**src/rtl/dhcp_ctrl_pkg.sv**
```systemverilog
package dhcp_ctrl_pkg;

  typedef enum logic [2:0] {
    MSG_NONE     = 3'd0,
    MSG_DISCOVER = 3'd1,
    MSG_OFFER    = 3'd2,
    MSG_REQUEST  = 3'd3,
    MSG_ACK      = 3'd5,
    MSG_NAK      = 3'd6,
    MSG_RELEASE  = 3'd7
  } msg_e;

  typedef enum logic [2:0] {
    ST_IDLE,
    ST_SELECT,
    ST_REQUEST,
    ST_BOUND,
    ST_RENEW
  } cstate_e;

endpackage

```
**src/rtl/dhcp_xid_src.sv**
```systemverilog
module dhcp_xid_src #(
  parameter int XID_W = 16
) (
  input  logic             clk,
  input  logic             rst_n,
  output logic [XID_W-1:0] xid_free
);

  logic [XID_W-1:0] cnt_q, cnt_d;

  always_comb cnt_d = cnt_q + XID_W'(1);

  always_ff @(posedge clk or negedge rst_n) begin
    if (!rst_n) cnt_q <= '0;
    else        cnt_q <= cnt_d;
  end

  assign xid_free = cnt_q;

endmodule

```
**src/rtl/dhcp_wait_timer.sv**
```systemverilog
module dhcp_wait_timer #(
  parameter int TIMEOUT_CYC = 2_000_000
) (
  input  logic clk,
  input  logic rst_n,
  input  logic run,
  input  logic restart,
  output logic timeout
);

  localparam int TO_W = (TIMEOUT_CYC > 1) ? $clog2(TIMEOUT_CYC) : 1;
  localparam logic [TO_W-1:0] LAST = TO_W'(TIMEOUT_CYC - 1);

  logic [TO_W-1:0] cnt_q, cnt_d;
  logic            cnt_en;

  always_comb begin
    cnt_en = 1'b1;
    if (restart || !run) cnt_d = '0;
    else if (cnt_q != LAST) cnt_d = cnt_q + TO_W'(1);
    else begin
      cnt_d  = cnt_q;
      cnt_en = 1'b0;
    end
  end

  always_ff @(posedge clk or negedge rst_n) begin
    if (!rst_n)      cnt_q <= '0;
    else if (cnt_en) cnt_q <= cnt_d;
  end

  assign timeout = run && (cnt_q == LAST);

  p_timer_bounded_r7: assert property (@(posedge clk) disable iff (!rst_n)
    cnt_q <= LAST);

endmodule

```
**src/rtl/dhcp_lease_timer.sv**
```systemverilog
module dhcp_lease_timer #(
  parameter int TICKS_PER_SEC = 100_000_000,
  parameter int LEASE_W       = 17,
  parameter int MAX_LEASE     = 86400
) (
  input  logic        clk,
  input  logic        rst_n,
  input  logic        load,
  input  logic        clear,
  input  logic [31:0] lease_in,
  output logic        renew_due,
  output logic        expired
);

  localparam int PRE_W = (TICKS_PER_SEC > 1) ? $clog2(TICKS_PER_SEC) : 1;
  localparam logic [PRE_W-1:0]   PRE_LAST = PRE_W'(TICKS_PER_SEC - 1);
  localparam logic [LEASE_W-1:0] LMAX     = LEASE_W'(MAX_LEASE);

  logic               active_q, active_d;
  logic [PRE_W-1:0]   pre_q, pre_d;
  logic [LEASE_W-1:0] rem_q, rem_d, half_q, half_d, clipped;
  logic               tick;

  always_comb begin
    if (lease_in == 32'd0)                 clipped = LEASE_W'(1);
    else if (lease_in > 32'(MAX_LEASE))    clipped = LMAX;
    else                                   clipped = lease_in[LEASE_W-1:0];
  end

  assign tick = active_q && (pre_q == PRE_LAST);

  always_comb begin
    active_d = active_q;
    pre_d    = pre_q;
    rem_d    = rem_q;
    half_d   = half_q;
    if (clear) begin
      active_d = 1'b0;
      pre_d    = '0;
      rem_d    = '0;
      half_d   = '0;
    end else if (load) begin
      active_d = 1'b1;
      pre_d    = '0;
      rem_d    = clipped;
      half_d   = clipped >> 1;
    end else if (active_q) begin
      pre_d = tick ? '0 : pre_q + PRE_W'(1);
      if (tick && rem_q != '0) rem_d = rem_q - LEASE_W'(1);
    end
  end

  always_ff @(posedge clk or negedge rst_n) begin
    if (!rst_n) begin
      active_q <= 1'b0;
      pre_q    <= '0;
      rem_q    <= '0;
      half_q   <= '0;
    end else begin
      active_q <= active_d;
      pre_q    <= pre_d;
      rem_q    <= rem_d;
      half_q   <= half_d;
    end
  end

  assign expired   = active_q && (rem_q == '0);
  assign renew_due = active_q && (rem_q <= half_q);

  p_rem_bounded_r8: assert property (@(posedge clk) disable iff (!rst_n)
    active_q |-> (rem_q <= LMAX && rem_q != '0 || rem_q == '0 && $past(active_q)));

endmodule

```
**src/rtl/dhcp_client_ctrl.sv**
```systemverilog
module dhcp_client_ctrl
  import dhcp_ctrl_pkg::*;
#(
  parameter int XID_W         = 16,
  parameter int TICKS_PER_SEC = 100_000_000,
  parameter int TIMEOUT_CYC   = 2_000_000,
  parameter int MAX_RETRY     = 3,
  parameter int LEASE_W       = 17,
  parameter int MAX_LEASE     = 86400
) (
  input  logic             clk,
  input  logic             rst_n,
  input  logic             link_up,
  input  logic             start_req,
  input  logic             release_req,
  input  logic             rx_valid,
  input  logic [2:0]       rx_type,
  input  logic [XID_W-1:0] rx_xid,
  input  logic [31:0]      rx_addr,
  input  logic [31:0]      rx_server,
  input  logic [31:0]      rx_lease,
  output logic             tx_valid,
  output logic [2:0]       tx_type,
  output logic [XID_W-1:0] tx_xid,
  output logic [31:0]      tx_src_ip,
  output logic [31:0]      tx_chosen_ip,
  output logic [31:0]      tx_server,
  output logic             addr_valid,
  output logic [31:0]      own_ip
);

  localparam int RTY_W = (MAX_RETRY > 0) ? $clog2(MAX_RETRY + 1) : 1;
  localparam logic [RTY_W-1:0] RTY_LAST = RTY_W'(MAX_RETRY);

  // reset: asserted asynchronously, released on a clock edge
  logic [1:0] rst_sync_q;
  logic       srst_n;

  always_ff @(posedge clk or negedge rst_n) begin
    if (!rst_n) rst_sync_q <= 2'b00;
    else        rst_sync_q <= {rst_sync_q[0], 1'b1};
  end
  assign srst_n = rst_sync_q[1];

  // sub-blocks
  logic [XID_W-1:0] xid_free;
  logic             wait_run, timeout, send;
  logic             lease_load, lease_clear, renew_due, lease_expired;

  dhcp_xid_src #(.XID_W(XID_W)) u_xid (
    .clk(clk), .rst_n(srst_n), .xid_free(xid_free)
  );

  dhcp_wait_timer #(.TIMEOUT_CYC(TIMEOUT_CYC)) u_wait (
    .clk(clk), .rst_n(srst_n), .run(wait_run), .restart(send), .timeout(timeout)
  );

  dhcp_lease_timer #(
    .TICKS_PER_SEC(TICKS_PER_SEC), .LEASE_W(LEASE_W), .MAX_LEASE(MAX_LEASE)
  ) u_lease (
    .clk(clk), .rst_n(srst_n), .load(lease_load), .clear(lease_clear),
    .lease_in(rx_lease), .renew_due(renew_due), .expired(lease_expired)
  );

  // state
  cstate_e          state_q, state_d;
  logic [XID_W-1:0] xid_q, xid_d;
  logic [31:0]      offer_q, offer_d, server_q, server_d, own_q, own_d;
  logic             valid_q, valid_d;
  logic [RTY_W-1:0] retry_q, retry_d;

  // outgoing message
  msg_e        s_type;
  logic [31:0] s_src, s_chosen, s_srv;
  logic        drop, disc;

  logic             tx_valid_q;
  logic [2:0]       tx_type_q;
  logic [XID_W-1:0] tx_xid_q;
  logic [31:0]      tx_src_q, tx_chosen_q, tx_server_q;

  logic rx_ok, rx_offer, rx_ack, rx_nak;
  assign rx_ok    = rx_valid && (rx_xid == xid_q);
  assign rx_offer = rx_ok && (rx_type == MSG_OFFER);
  assign rx_ack   = rx_ok && (rx_type == MSG_ACK);
  assign rx_nak   = rx_ok && (rx_type == MSG_NAK);

  assign wait_run = (state_q == ST_SELECT) || (state_q == ST_REQUEST) ||
                    (state_q == ST_RENEW);

  always_comb begin
    state_d     = state_q;
    xid_d       = xid_q;
    offer_d     = offer_q;
    server_d    = server_q;
    own_d       = own_q;
    valid_d     = valid_q;
    retry_d     = retry_q;
    send        = 1'b0;
    s_type      = MSG_NONE;
    s_src       = '0;
    s_chosen    = '0;
    s_srv       = '0;
    lease_load  = 1'b0;
    lease_clear = 1'b0;
    drop        = 1'b0;
    disc        = 1'b0;

    if (!link_up) begin
      state_d = ST_IDLE;
      drop    = 1'b1;
      retry_d = '0;
    end else begin
      unique case (state_q)
        ST_IDLE: begin
          if (start_req) disc = 1'b1;
        end
        ST_SELECT: begin
          if (rx_offer) begin
            offer_d  = rx_addr;
            server_d = rx_server;
            retry_d  = '0;
            state_d  = ST_REQUEST;
            send     = 1'b1;
            s_type   = MSG_REQUEST;
            s_chosen = rx_addr;
            s_srv    = rx_server;
          end else if (timeout) begin
            disc = 1'b1;
          end
        end
        ST_REQUEST: begin
          if (rx_ack) begin
            own_d      = offer_q;
            valid_d    = 1'b1;
            lease_load = 1'b1;
            state_d    = ST_BOUND;
          end else if (rx_nak) begin
            drop = 1'b1;
            disc = 1'b1;
          end else if (timeout) begin
            if (retry_q == RTY_LAST) begin
              drop = 1'b1;
              disc = 1'b1;
            end else begin
              retry_d  = retry_q + RTY_W'(1);
              send     = 1'b1;
              s_type   = MSG_REQUEST;
              s_chosen = offer_q;
              s_srv    = server_q;
            end
          end
        end
        ST_BOUND, ST_RENEW: begin
          if (release_req) begin
            send    = 1'b1;
            s_type  = MSG_RELEASE;
            s_src   = own_q;
            s_srv   = server_q;
            drop    = 1'b1;
            state_d = ST_IDLE;
          end else if (lease_expired || rx_nak) begin
            drop = 1'b1;
            disc = 1'b1;
          end else if (state_q == ST_RENEW && rx_ack) begin
            lease_load = 1'b1;
            state_d    = ST_BOUND;
          end else if ((state_q == ST_BOUND && renew_due) ||
                       (state_q == ST_RENEW && timeout)) begin
            if (state_q == ST_BOUND) xid_d = xid_free;
            state_d  = ST_RENEW;
            send     = 1'b1;
            s_type   = MSG_REQUEST;
            s_chosen = own_q;
            s_srv    = server_q;
          end
        end
        default: state_d = ST_IDLE;
      endcase
    end

    if (drop) begin
      valid_d     = 1'b0;
      own_d       = '0;
      offer_d     = '0;
      server_d    = '0;
      lease_clear = 1'b1;
    end
    if (disc) begin
      state_d  = ST_SELECT;
      xid_d    = xid_free;
      retry_d  = '0;
      send     = 1'b1;
      s_type   = MSG_DISCOVER;
      s_src    = '0;
      s_chosen = '0;
      s_srv    = '0;
    end
  end

  always_ff @(posedge clk or negedge srst_n) begin
    if (!srst_n) begin
      state_q  <= ST_IDLE;
      xid_q    <= '0;
      offer_q  <= '0;
      server_q <= '0;
      own_q    <= '0;
      valid_q  <= 1'b0;
      retry_q  <= '0;
    end else begin
      state_q  <= state_d;
      xid_q    <= xid_d;
      offer_q  <= offer_d;
      server_q <= server_d;
      own_q    <= own_d;
      valid_q  <= valid_d;
      retry_q  <= retry_d;
    end
  end

  // message fields load only when a message goes out
  always_ff @(posedge clk or negedge srst_n) begin
    if (!srst_n) begin
      tx_valid_q  <= 1'b0;
      tx_type_q   <= '0;
      tx_xid_q    <= '0;
      tx_src_q    <= '0;
      tx_chosen_q <= '0;
      tx_server_q <= '0;
    end else begin
      tx_valid_q <= send;
      if (send) begin
        tx_type_q   <= s_type;
        tx_xid_q    <= xid_d;
        tx_src_q    <= s_src;
        tx_chosen_q <= s_chosen;
        tx_server_q <= s_srv;
      end
    end
  end

  assign tx_valid     = tx_valid_q;
  assign tx_type      = tx_type_q;
  assign tx_xid       = tx_xid_q;
  assign tx_src_ip    = tx_src_q;
  assign tx_chosen_ip = tx_chosen_q;
  assign tx_server    = tx_server_q;
  assign addr_valid   = valid_q;
  assign own_ip       = own_q;

  p_commit_after_ack_r4: assert property (@(posedge clk) disable iff (!srst_n)
    $rose(valid_q) |-> $past(rx_valid && rx_type == MSG_ACK && link_up));

  p_no_addr_when_invalid_r4: assert property (@(posedge clk) disable iff (!srst_n)
    !valid_q |-> own_q == 32'd0);

  p_request_from_zero_r3: assert property (@(posedge clk) disable iff (!srst_n)
    (tx_valid_q && tx_type_q == MSG_REQUEST) |-> tx_src_q == 32'd0);

  p_link_down_quiet_r12: assert property (@(posedge clk) disable iff (!srst_n)
    !link_up |=> (!valid_q && !tx_valid_q));

  p_release_only_held_r11: assert property (@(posedge clk) disable iff (!srst_n)
    (tx_valid_q && tx_type_q == MSG_RELEASE) |-> $past(valid_q));

endmodule

```
**config.mk**
```make
export PLATFORM = sky130hd
export DESIGN_NAME = dhcp_client_ctrl
export DESIGN_NICKNAME = d
export VERILOG_FILES = /design/src/rtl/dhcp_ctrl_pkg.sv /design/src/rtl/dhcp_xid_src.sv /design/src/rtl/dhcp_wait_timer.sv /design/src/rtl/dhcp_lease_timer.sv /design/src/rtl/dhcp_client_ctrl.sv
export SDC_FILE = /design/constraint.sdc
export NUM_CORES = 1
export LEC_CHECK = 0
export BUFFER_PORTS_ARGS = -buffer_cell sky130_fd_sc_hd__buf_2
export CAP_MARGIN = 20
export CORE_ASPECT_RATIO = 0.7
export CORE_UTILIZATION = 40
export DETAILED_ROUTE_END_ITERATION = 16
export SYNTH_ARGS = -nofsm -noshare
export SYNTH_HDL_FRONTEND = slang
export SYNTH_SLANG_ARGS = --single-unit
```
**constraint.sdc**
```tcl
create_clock -name clk -period 15.33 [get_ports clk]
set_input_delay 0.7665 -clock clk [delete_from_list [all_inputs] [get_ports clk]]
set_output_delay 0.7665 -clock clk [all_outputs]
set_load 0.005 [all_outputs]
```
# Word level (Yosys, flattened, before mapping)
# Index checks and enable logic that the tools add are counted.
# Widths: inputs -> output; s select.
[op_classes] muxes=132 addsub=5 n_reduce_logical=38 order_cmp=2 n_eq_ne=22
[ops] cell="$mux 32" n=38
[ops] cell="$pmux 32 s3" n=2
[ops] cell="$mux 17" n=8
[ops] cell="$mux 16" n=8
[ops] cell="$mux 27" n=4
[ops] cell="$mux 21" n=2
[ops] cell="$mux 1" n=37
[ops] cell="$mux 3" n=11
[ops] cell="$gt 32x17->1 const B" n=1
[ops] cell="$logic_not 32->1" n=1
[ops] cell="$mux 2" n=15
[ops] cell="$add 27x1->27 const B" n=1
[ops] cell="$eq 27x27->1 const B" n=1
[ops] cell="$ne 4x4->1 const B" n=6
[ops] cell="$add 21x1->21 const B" n=1
[ops] cell="$eq 21x21->1 const B" n=1
[ops] cell="$ne 21x21->1 const B" n=1
[ops] cell="$le 17x17->1" n=1
[ops] cell="$logic_not 17->1" n=1
[ops] cell="$reduce_bool 17->1" n=1
[ops] cell="$sub 17x1->17 const B" n=1
[ops] cell="$add 16x1->16 const B" n=1
[ops] cell="$eq 16x16->1" n=1
[ops] cell="$reduce_bool 2->1" n=7
[ops] cell="25 further kinds" n=48
[word_totals] inputBits=121 wordCells=219 register_bits=335 out_inout_bits=149

# Logic depth before layout (Yosys ltp)
# Gate-level depths: netlist (run 1).
[logic_depth] ltp_word=16 mapped_depth=15 depth_no_buf=11

# Hierarchy
# A second synthesis (run 1) with hierarchy kept.
[hier_totals] cells_unflattened=1572 area_unflattened_um2=16017.9
[modules_own_cells] mod="dhcp_client_ctrl" n_inst=1 seq_area_each_um2=5905.7 cells_each=943 area_each_um2=10216.0
[modules_own_cells] mod="dhcp_lease_timer" n_inst=1 seq_area_each_um2=1526.5 cells_each=446 area_each_um2=3905.0
[modules_own_cells] mod="dhcp_wait_timer" n_inst=1 seq_area_each_um2=525.5 cells_each=125 area_each_um2=1183.6
[modules_own_cells] mod="dhcp_xid_src" n_inst=1 seq_area_each_um2=400.4 cells_each=58 area_each_um2=713.2

# Worst setup path before layout (run 1)
# No wires, ideal clock.
[synth_path] path_type="input to register" from="input rx_xid[8]" to="register tx_xid_q[14] (netlist: tx_xid[14])" setup_ns=0.125 n_path_buf=1 required_time_ns=15.205 arrival_time_ns=3.239 stages=10 path_slack_ns=11.966 cell_sequence="xor2_1 -> nor4_4 -> nand2_2 -> or3_1 -> o211ai_1 -> nand3_2 -> o21ai_2 -> buf_6 -> mux2_4 -> mux2_2"
[synth_via] elab_chain_cells=10 elab_cells_between_ends=29 classes_between="eq/ne: 1; mux: 22; reduce/logical: 6"
[synth_rtl] element="start: declaration" line_no="dhcp_client_ctrl.sv:18" text="input logic [XID_W-1:0] rx_xid,"
[synth_rtl] element="$eq 16x16->1 *" line_no="dhcp_client_ctrl.sv:83" text="assign rx_ok = rx_valid && (rx_xid == xid_q);"
[synth_rtl] element="$logic_and 1x1->1 *" line_no="dhcp_client_ctrl.sv:83"
[synth_rtl] element="$logic_and 1x1->1" line_no="dhcp_client_ctrl.sv:85" text="assign rx_ack = rx_ok && (rx_type == MSG_ACK);"
[synth_rtl] element="$logic_and 1x1->1" line_no="dhcp_client_ctrl.sv:165" text="end else if (state_q == ST_RENEW && rx_ack) begin"
[synth_rtl] element="$mux 16" line_no="dhcp_client_ctrl.sv:165"
[synth_rtl] element="$mux 16" line_no="dhcp_client_ctrl.sv:162" text="end else if (lease_expired || rx_nak) begin"
[synth_rtl] element="$mux 16" line_no="dhcp_client_ctrl.sv:155" text="if (release_req) begin"
[synth_rtl] element="$mux 16" line_no="dhcp_client_ctrl.sv:114" text="unique case (state_q)"
[synth_rtl] element="$mux 16" line_no="dhcp_client_ctrl.sv:109" text="if (!link_up) begin"
[synth_rtl] element="$mux 16 *" line_no="dhcp_client_ctrl.sv:189" text="if (disc) begin"
[synth_rtl] element="via xid_d[14]" line_no="dhcp_client_ctrl.sv:67" text="logic [XID_W-1:0] xid_q, xid_d;"
[synth_rtl] element="end signal: assignment" line_no="dhcp_client_ctrl.sv:234" text="tx_xid_q <= xid_d;"
[synth_rtl] element="end: declaration" line_no="dhcp_client_ctrl.sv:79" text="logic [XID_W-1:0] tx_xid_q;"
# Mark *: on every way through the listed nets, which the timed path passes. The rest lies on a longest branch.
# A chain may end at the register's enable or synchronous reset.

# Worst setup path in the final report (run 1)
[layout_path] from="register xid_q[6]" to="register tx_src_q[2] (netlist: tx_src_ip[2])"
[layout_via] elab_chain_cells=10 elab_cells_between_ends=24 classes_between="eq/ne: 1; mux: 17; reduce/logical: 6"
[layout_rtl] element="start: declaration" line_no="dhcp_client_ctrl.sv:67"
[layout_rtl] element="start signal: assignment" line_no="dhcp_client_ctrl.sv:212" text="xid_q <= xid_d;"
[layout_rtl] element="$eq 16x16->1 *" line_no="dhcp_client_ctrl.sv:83"
[layout_rtl] element="$logic_and 1x1->1 *" line_no="dhcp_client_ctrl.sv:83"
[layout_rtl] element="$logic_and 1x1->1" line_no="dhcp_client_ctrl.sv:85"
[layout_rtl] element="$logic_and 1x1->1" line_no="dhcp_client_ctrl.sv:165"
[layout_rtl] element="$mux 1" line_no="dhcp_client_ctrl.sv:165"
[layout_rtl] element="$mux 1" line_no="dhcp_client_ctrl.sv:162"
[layout_rtl] element="$mux 1" line_no="dhcp_client_ctrl.sv:155"
[layout_rtl] element="$pmux 1 s3" line_no="dhcp_client_ctrl.sv:114"
[layout_rtl] element="$mux 1" line_no="dhcp_client_ctrl.sv:109"
[layout_rtl] element="$mux 1" line_no="dhcp_client_ctrl.sv:189"
[layout_rtl] element="end signal: assignment" line_no="dhcp_client_ctrl.sv:235" text="tx_src_q <= s_src;"
[layout_rtl] element="end: declaration" line_no="dhcp_client_ctrl.sv:80" text="logic [31:0] tx_src_q, tx_chosen_q, tx_server_q;"
# Mark *: on every way between the ends. The rest lies on a longest branch, timed or not.

==> results of run 1 <==
[synthesized netlist by cell type, types with 22 or more instances]
cell,count,area [µm²]
sky130_fd_sc_hd__a21o_1,49,368
sky130_fd_sc_hd__a21oi_1,178,891
sky130_fd_sc_hd__a22o_1,36,315
sky130_fd_sc_hd__buf_2,22,110
sky130_fd_sc_hd__clkbuf_1,44,165
sky130_fd_sc_hd__dfrtp_1,334,8360
sky130_fd_sc_hd__inv_1,26,97.6
sky130_fd_sc_hd__nand2_1,340,1280
sky130_fd_sc_hd__nand3_1,40,200
sky130_fd_sc_hd__nand4_1,24,150
sky130_fd_sc_hd__nor2_1,75,282
sky130_fd_sc_hd__nor3_1,23,115
sky130_fd_sc_hd__o21ai_0,48,240
sky130_fd_sc_hd__xnor2_1,25,219
sky130_fd_sc_hd__xor2_1,42,368
[flip-flops by register name (all words and copies together) (netlist names)]
register          flops
u_lease.half_q       16
u_xid.xid_free       16
tx_server            32
tx_type               3
xid_q                16
u_wait.cnt_q         21
tx_xid               16
tx_chosen_ip         32
tx_src_ip            32
u_lease.active_q      1
tx_valid              1
addr_valid            1
offer_q              32
rst_sync_q            2
retry_q               2
u_lease.rem_q        17
own_ip               32
state_q               3
server_q             32
u_lease.pre_q        27
[per-stage QoR]
stage / hold slack [ps] / power, mW
floorplan: 331 / 1.04
global placement: 310 / 1.10
detailed placement: 310 / 1.10
CTS: 314 / 1.99
global route: 347 / 2.05
finish: 295 / 1.96
[final cells by class]
class                   count  area (µm²)
diodes                      2        5.00
clock buffers              50        1030
clock inverters            13         148
fillers                  3617       19800
inverters                  27         104
multi-input cells        1137        6840
flip-flops and latches    334        8360
well taps                 527         659
repair buffers            288        1510
[critical path: cells and delay by family (launching register included)]
| family | cells | cell delay [ps] |
|---|---|---|
| DFF | 1 | 430 |
| and+or+nand+nor | 4 | 1930 |
| buffers and inverters | 3 | 1380 |
| xor gates and xnor gates | 1 | 160 |
| AOI/OAI and AO/OA | 2 | 380 |
[logic make-up after synthesis]
group                    Yosys count
AND/OR/NAND/NOR                  609
AO/OA/AOI/OAI                    405
multiplexers                      34
XOR/XNOR                          67
flip-flops                       334
adder cells (fa/ha/maj)           21
buffers and inverters            115
other                              1
[metal layers]
layer | track usage (%) | vias to the layer above
met4 | 5.30 | 0
met3 | 3.66 | 55
li1 | - | 6059
met2 | 32.1 | 361
met1 | 31.7 | 6226
met5 | 0 | -
[where the power goes]
group	internal, mW	switching [mW]
Clock	0.523	0.355
Combinational	0.0673	0.104
Sequential	0.897	0.0187
[worst max path at each step]
stage | startpoint | end | cells past startpoint
finish | xid_q[6] | tx_src_ip[2] | 10
global route | xid_q[6] | tx_chosen_ip[8] | 11
floorplan | rst_sync_q[1] | addr_valid | 0
detailed placement | rx_xid[2] | tx_src_ip[12] | 11
CTS | xid_q[6] | u_wait.cnt_q[13] | 10
global placement | rx_xid[2] | tx_src_ip[16] | 11
==> reports/qor.csv, run 1 <==
stage;metric;value;unit
drt;routed wirelength normalized by instance count;17.9;µm
cts;CTS Buf Count;36;
synthesis;top flip-flop cell by instance count after synthesis;sky130_fd_sc_hd__dfrtp_1;
critical_path;cell breakdown of the critical path;xor2_1, nor4_1, nand3_1, nor4_1, nor2b_4, buf_4, o31ai_4, buf_4, buf_4, a22o_1;
global_routing;global-route wire length before repair;68.7;mm
timing;Final WS setup;10830;ps
place;worst setup slack before clock tree synthesis;10370;ps
timing;final setup TNS;0;ps
critical_path;Reg-to-Reg Start;xid_q[6];
layout;final core utilization;48.5;%
drt;residual antenna-violating net count after detailed routing;0;
drt;Pre-antenna DRT Iters;6;
place;Detailed Place HPWL;28.0;mm
critical_path;Slowest-stage cell, CP;sky130_fd_sc_hd__nor4_1;
synthesis;net count of the mapped netlist;1728;
cts;hold-fix buffers at CTS;1;
timing;unrepaired setup endpoints after global routing;false;
drt;total DRC errors in the routed layout;0;
cts;cell chosen for the clock root;sky130_fd_sc_hd__clkbuf_16;
critical_path;Top cell by count, worst path;sky130_fd_sc_hd__buf_4;
synthesis;per-instance average area after synthesis;9.90;µm²
cts;TritonCTS clock tree;built;
floorplan;number of placement rows;60;
job;count of maximum capacitance violations;0;
floorplan;die height;168;µm
timing;final-report setup violation count;0;
synthesis;Distinct cells, synth;86;
cts;post-CTS resize count;0;
synthesis;proportion of synthesized flip-flops having asynchronous set or reset;100;%
timing;total count of max-transition violations in the final report;0;
global_routing;antenna violations before repair;2;
layout;Area Growth Syn to Fin;18.9;%
drt;Total Routed Length;42.7;mm
critical_path;startpoint class of the critical path;register;
layout;non-filler instance count after layout;2378;
synthesis;netlist area before placement;15700;µm²
global_routing;vias in the first global route;12400;
synthesis;largest family of logic cells by synthesized area;simple AND/OR/NAND/NOR gates;
synthesis;post-synthesis mux area share;2.86;%
place;final weighted congestion of routability-driven global placement;0.856;
drt;total via count after detailed routing;12700;
synthesis;Post-Synth XOR/XNOR Area;3.74;%
timing;Final period util;29.4;%
drt;DR WL met3;2.40;mm
floorplan;initial standard-cell utilization of the core;40.8;%
drt;length of routed met2 wiring;19.0;mm
drt;highest routed metal layer;met4;
layout;most common cell after layout, fill and taps aside;sky130_fd_sc_hd__nand2_1;
worst_hold_path;classification of the worst-slack hold path;reg -> async;
run_status;outcome;completed;
global_routing;GRT Resource Usage Total;21.3;%
timing;Least-Margin Pin Slew;965;ps
layout;summed area of non-filler cells in the final layout;18700;µm²
synthesis;yosys synthesis warning count;0;
place;placed cell areas;17500;µm²
cts;clock latency at the later pin of the worst-skew pair;530;ps
critical_path;Register-to-Register Path Depth;10;
timing;Final Hold Violating Endpoints;0;
power;P per Cell Area;105;nW/µm²
global_routing;largest net degree at the start of global routing;165;
floorplan;Die X-Extent;239;µm
global_routing;Congestion Overflow GR;0;
synthesis;Seq/Total Area, Yosys;53.3;%
critical_path;reg2reg setup slack;10830;ps
place;I/O Buffers;269;
synthesis;post-synthesis instance total;1586;
timing;worst slew margin relative to its limit;35.7;%
drt;DR vias/cell;5.34;
critical_path;worst path required time;15730;ps
critical_path;maximum net fanout on the critical path;85;
floorplan;boundary pin count;270;
critical_path;Worst Setup Path Type;reg -> reg;
cts;postcts setup bufs;0;
layout;most used cells in the layout excluding fill and tap cells;339 x sky130_fd_sc_hd__nand2_1, 333 x sky130_fd_sc_hd__dfrtp_1, 269 x sky130_fd_sc_hd__buf_2, 178 x sky130_fd_sc_hd__a21oi_1, 74 x sky130_fd_sc_hd__nor2_1;
layout;number of nets in the finished design;1966;
synthesis;#FFs+latches synth;334;
timing;top achievable clock speed;222;MHz
cts;clock tree buffer depth;3;
floorplan;area of the die;40000;µm²
synthesis;adder-cell share of the synthesized area;1.67;%
power;leakage power summed over all cells;8.83;nW
place;number of instances in the placed design;2311;
critical_path;Worst Path Arrival;4900;ps
critical_path;longest individual stage delay on the worst path;800;ps
cts;Clock Sink Count;334;
power;maximum resistive drop on vdd;0.0000671;V
drt;violation count after the first detailed-route iteration;1315;
synthesis;number of enable-type register cells in the synthesized netlist;0;
cts;H-tree levels;2;
floorplan;core footprint;38500;µm²
timing;minimum clock period;4500;ps
critical_path;critical register-to-register path endpoint;tx_src_ip[2];
layout;fraction of layout instances using a drive strength above 1;22.8;%
critical_path;CP endpoint kind;register;
cts;Clock transition at path regs;60;ps
drt;wire length the detailed router placed on met1;20.5;mm
synthesis;basic-gate share of the synthesized area counting and, or, nand and nor cells;18.4;%
synthesis;compound-gate portion of the synthesized area;16.7;%
timing;Worst Clk Skew;19.0;ps
Power figures use the tool's default switching activity.
==> inputs of run 2 (changes only) <==
==> constraint.sdc (replaced) <==
create_clock -name clk -period 4.7 [get_ports clk]
set_input_delay 0.235 -clock clk [delete_from_list [all_inputs] [get_ports clk]]
set_output_delay 0.235 -clock clk [all_outputs]
set_load 0.005 [all_outputs]
==> reports/qor.csv, run 2 (same netlist as run 1, synthesis figures left out) <==
stage;metric;value;unit
global_routing;vias in the first global route;13000;
timing;Worst Clk Skew;20.7;ps
critical_path;Worst Setup Path Type;reg -> reg;
floorplan;Die X-Extent;239;µm
timing;final-report setup violation count;0;
floorplan;area of the die;40000;µm²
timing;Final WS setup;786;ps
drt;Pre-antenna DRT Iters;6;
floorplan;die height;168;µm
layout;summed area of non-filler cells in the final layout;19400;µm²
critical_path;maximum net fanout on the critical path;72;
critical_path;startpoint class of the critical path;register;
critical_path;Top cell by count, worst path;sky130_fd_sc_hd__o21bai_1;
global_routing;global-route wire length before repair;70.7;mm
critical_path;cell breakdown of the critical path;inv_1, ha_1, or4b_4, or4_4, o21bai_1, o21bai_1, a32oi_4, nand2_4, buf_4, nor2_1, o2bb2ai_1, a22o_1;
critical_path;longest individual stage delay on the worst path;620;ps
floorplan;initial standard-cell utilization of the core;40.8;%
drt;DR vias/cell;5.38;
drt;violation count after the first detailed-route iteration;1317;
timing;Final period util;83.3;%
floorplan;core footprint;38500;µm²
place;placed cell areas;17500;µm²
critical_path;CP endpoint kind;register;
floorplan;number of placement rows;60;
job;count of maximum capacitance violations;0;
layout;number of nets in the finished design;2034;
place;number of instances in the placed design;2316;
layout;final core utilization;50.3;%
drt;routed wirelength normalized by instance count;17.8;µm
drt;residual antenna-violating net count after detailed routing;0;
drt;total via count after detailed routing;13200;
layout;fraction of layout instances using a drive strength above 1;22.2;%
place;Detailed Place HPWL;28.3;mm
critical_path;Worst Path Arrival;4320;ps
cts;TritonCTS clock tree;built;
cts;clock latency at the later pin of the worst-skew pair;530;ps
power;leakage power summed over all cells;9.13;nW
cts;H-tree levels;2;
global_routing;GRT Resource Usage Total;21.9;%
power;maximum resistive drop on vdd;0.000243;V
cts;Clock transition at path regs;60;ps
layout;most used cells in the layout excluding fill and tap cells;339 x sky130_fd_sc_hd__nand2_1, 333 x sky130_fd_sc_hd__dfrtp_1, 269 x sky130_fd_sc_hd__buf_2, 178 x sky130_fd_sc_hd__a21oi_1, 74 x sky130_fd_sc_hd__nor2_1;
timing;worst slew margin relative to its limit;37.3;%
critical_path;worst path required time;5110;ps
timing;final setup TNS;0;ps
cts;Clock Sink Count;334;
place;final weighted congestion of routability-driven global placement;0.863;
cts;CTS Buf Count;37;
worst_hold_path;classification of the worst-slack hold path;in -> reg;
critical_path;Register-to-Register Path Depth;12;
timing;total count of max-transition violations in the final report;0;
drt;total DRC errors in the routed layout;0;
global_routing;Congestion Overflow GR;0;
place;I/O Buffers;269;
timing;Least-Margin Pin Slew;941;ps
power;P per Cell Area;333;nW/µm²
worst_hold_path;count of cells along the worst hold path;3;
timing;top achievable clock speed;256;MHz
timing;Final Hold Violating Endpoints;0;
layout;most common cell after layout, fill and taps aside;sky130_fd_sc_hd__nand2_1;
cts;clock tree buffer depth;3;
layout;Area Growth Syn to Fin;23.5;%
place;worst setup slack before clock tree synthesis;821;ps
cts;cell chosen for the clock root;sky130_fd_sc_hd__clkbuf_16;
global_routing;largest net degree at the start of global routing;160;
run_status;outcome;completed;
critical_path;Slowest-stage cell, CP;sky130_fd_sc_hd__buf_4;
global_routing;antenna violations before repair;0;
floorplan;boundary pin count;270;
layout;Antenna diodes;0;
timing;unrepaired setup endpoints after global routing;false;
cts;postcts setup bufs;0;
timing;minimum clock period;3910;ps
drt;Total Routed Length;43.6;mm
layout;non-filler instance count after layout;2445;
## run 2: through the flow
step,power (mW),hold slack (ps)
4_1_cts,6.56,3.53
2_1_floorplan,3.40,-60.6
6_report,6.46,17.8
3_3_place_gp,3.59,22.3
5_1_grt,6.73,49.8
3_5_place_dp,3.60,22.1
## run 2: critical path, delay by kind of cell (launching register included)
kind | cells | cell delay, ps
and+or+nand+nor | 4 | 1510
AOI/OAI and AO/OA | 5 | 880
buffers and inverters | 2 | 740
DFF | 1 | 370
adders and majority gates | 1 | 280
## run 2: final timing paths
check | from | endpoint | slack (ps)
setup / recovery | u_lease.rem_q[0] | u_lease.rem_q[15] | 790
hold / removal | rx_lease[13] | u_lease.rem_q[13] | 20
setup reg to reg | u_lease.rem_q[0] | u_lease.rem_q[15] | 790
hold reg to reg | rst_sync_q[1] | server_q[18] | 350
max in group asynchronous | rst_sync_q[1] | tx_server[31] | 3010
min in group asynchronous | rst_sync_q[1] | server_q[18] | 350
## run 2: metal layers
layer  track usage (%)  wire (µm)  share of wire, %
met1              31.6      20600                47
met3              3.86       2510               5.7
met2              34.0      19700                45
met4              5.18        812               1.9
met5                 0          0                 0
## run 2: layout make-up
type	count	area (µm²)
Sequential cell	334	8360
Tap cell	527	659
Multi-Input combinational cell	1137	6850
Inverter	27	104
Clock inverter	9	76.3
Timing Repair Buffer	355	2210
Fill cell	3543	19100
Clock buffer	56	1120
## run 2: what timing repair did
item                                   CTS  global route
endpoints found under the hold margin   64             0
hold buffers                            64             0
gates resized for setup                  0             0
## run 2: power breakdown
group | switching [mW] | internal (mW) | leakage [nW] | total (mW)
Combinational | 0.350 | 0.259 | 3.93 | 0.608
Clock | 1.16 | 1.70 | 0.591 | 2.86
Sequential | 0.0617 | 2.93 | 4.60 | 2.99
==> inputs of run 3 (changes only) <==
==> constraint.sdc (replaced) <==
create_clock -name clk -period 3.5 [get_ports clk]
set_input_delay 0.175 -clock clk [delete_from_list [all_inputs] [get_ports clk]]
set_output_delay 0.175 -clock clk [all_outputs]
set_load 0.005 [all_outputs]
==> reports/qor.csv, run 3 (same netlist as run 1, synthesis figures left out) <==
stage;metric;value;unit
run_status;outcome;completed;
drt;total DRC errors in the routed layout;0;
layout;area of the multi-input gates;6880;µm²
critical_path;startpoint class of the critical path;register;
floorplan;number of placement rows;60;
layout;register cell area after layout;8360;µm²
place;final weighted congestion of routability-driven global placement;0.902;
layout;Area Growth Syn to Fin;27.1;%
timing;Least-Margin Pin Slew;953;ps
drt;Total Routed Length;44.5;mm
floorplan;die height;168;µm
critical_path;reg2reg setup slack;130;ps
global_routing;Congestion Overflow GR;0;
power;maximum resistive drop on vdd;0.000479;V
critical_path;Worst Setup Path Type;reg -> reg;
critical_path;maximum net fanout on the critical path;16;
cts;TritonCTS clock tree;built;
layout;most used cells in the layout excluding fill and tap cells;338 x sky130_fd_sc_hd__nand2_1, 333 x sky130_fd_sc_hd__dfrtp_1, 269 x sky130_fd_sc_hd__buf_2, 178 x sky130_fd_sc_hd__a21oi_1, 74 x sky130_fd_sc_hd__dlygate4sd3_1;
critical_path;CP endpoint kind;register;
drt;total via count after detailed routing;13400;
floorplan;boundary pin count;270;
cts;Clock Sink Count;334;
cts;cell chosen for the clock root;sky130_fd_sc_hd__clkbuf_16;
critical_path;Worst Path Arrival;3760;ps
place;I/O Buffers;269;
timing;Final WS setup;130;ps
timing;total count of max-transition violations in the final report;0;
layout;most common cell after layout, fill and taps aside;sky130_fd_sc_hd__nand2_1;
cts;Clock transition at path regs;70;ps
timing;Final period util;96.3;%
cts;H-tree levels;2;
timing;minimum clock period;3370;ps
timing;final hold slack;42.3;ps
timing;top achievable clock speed;297;MHz
layout;number of nets in the finished design;2077;
floorplan;Die X-Extent;239;µm
global_routing;vias in the first global route;13300;
job;count of maximum capacitance violations;0;
layout;fraction of layout instances using a drive strength above 1;23.8;%
layout;Antenna diodes;0;
place;worst setup slack before clock tree synthesis;49.1;ps
drt;DR vias/cell;5.37;
timing;Worst Clk Skew;15.5;ps
drt;routed wirelength normalized by instance count;17.9;µm
cts;clock tree buffer depth;3;
global_routing;antenna violations before repair;1;
global_routing;GRT Resource Usage Total;22.2;%
cts;clock latency at the later pin of the worst-skew pair;520;ps
timing;final setup TNS;0;ps
timing;worst slew margin relative to its limit;36.5;%
timing;Final Hold Violating Endpoints;0;
critical_path;worst path required time;3890;ps
global_routing;largest net degree at the start of global routing;85;
drt;Pre-antenna DRT Iters;6;
worst_hold_path;classification of the worst-slack hold path;in -> reg;
floorplan;initial standard-cell utilization of the core;40.8;%
place;placed cell areas;17900;µm²
layout;summed area of non-filler cells in the final layout;19900;µm²
drt;residual antenna-violating net count after detailed routing;0;
drt;violation count after the first detailed-route iteration;1144;
place;Detailed Place HPWL;29.3;mm
timing;final-report setup violation count;0;
layout;final core utilization;51.8;%
floorplan;core footprint;38500;µm²
power;leakage power summed over all cells;9.41;nW
global_routing;global-route wire length before repair;71.7;mm
layout;number of fill cells;3518;
power;P per Cell Area;447;nW/µm²
floorplan;area of the die;40000;µm²
cts;CTS Buf Count;37;
==> run 3: changes by cell type in the layout (fill, tap and decap cells not counted), moves of 2 or more <==
cell | previous run | this run
sky130_fd_sc_hd__clkinv_2 | 6 | 10
sky130_fd_sc_hd__nor4_1 | 11 | 9
sky130_fd_sc_hd__buf_12 | 3 | 16
sky130_fd_sc_hd__clkbuf_8 | 8 | 3
sky130_fd_sc_hd__bufinv_16 | 1 | 4
sky130_fd_sc_hd__dlygate4sd3_1 | 64 | 74
sky130_fd_sc_hd__buf_4 | 18 | 38
sky130_fd_sc_hd__nor4_2 | 0 | 2
==> run 3: area by class of cell <==
type                            count  area share [%]
Tap cell                          527            3.31
Multi-Input combinational cell   1137            34.5
Clock buffer                       51            5.27
Inverter                           27           0.521
Sequential cell                   334            41.9
Timing Repair Buffer              398            13.6
Clock inverter                     16           0.941
==> run 3: path summary, 6_finish.rpt <==
path / start / endpoint / depth (start not counted)
min: rx_lease[4] / u_lease.rem_q[4] / 3
min reg2reg: rst_sync_q[0] / rst_sync_q[1] / 0
max: u_lease.rem_q[11] / tx_xid[4] / 11
min in group asynchronous: rst_sync_q[1] / server_q[20] / 0
max reg2reg: u_lease.rem_q[11] / tx_xid[4] / 11
max in group asynchronous: rst_sync_q[1] / tx_xid[0] / 1
==> run 3: what timing repair did <==
| item | CTS | global route |
|---|---|---|
| resized for setup | 0 | 8 |
| endpoints found under the hold margin | 99 | 0 |
| endpoints found under the setup margin | 0 | 113 |
| hold buffers | 74 | 0 |
| buffers inserted | 0 | 2 |
==> run 3: per-layer routing <==
layer	wire, µm	up-vias	global-route usage [%]
met5	0	-	0
met4	847	0	5.04
met3	2340	76	3.46
met2	20500	407	35.5
met1	20700	6627	31.6
li1	-	6270	-
==> run 3: where the power goes <==
part	leakage [nW]	internal, mW	switching [mW]
Clock	0.617	2.41	1.60
Combinational	4.19	0.408	0.497
Sequential	4.60	3.93	0.0819
Total	9.41	6.74	2.18
==> run 3: per-stage QoR <==
stage / cells / total power [mW]
3_5_place_dp: 2347 / 4.89
6_report: 2490 / 8.92
4_1_cts: 2488 / 9.01
2_1_floorplan: 1586 / 4.56
5_1_grt: 2490 / 9.28
3_3_place_gp: 2347 / 4.88
==> run 3: critical path: stages, from the launching register on <==
cell and delay, ps:
sky130_fd_sc_hd__dfrtp_1 430, sky130_fd_sc_hd__ha_1 320, sky130_fd_sc_hd__nand4_1 190, sky130_fd_sc_hd__or4_4 590, sky130_fd_sc_hd__a31oi_1 240, sky130_fd_sc_hd__a211oi_2 90, sky130_fd_sc_hd__o21ai_2 270, sky130_fd_sc_hd__nor4_2 90
sky130_fd_sc_hd__o21ai_2 190, sky130_fd_sc_hd__buf_12 200, sky130_fd_sc_hd__mux2_2 360, sky130_fd_sc_hd__mux2_2 270
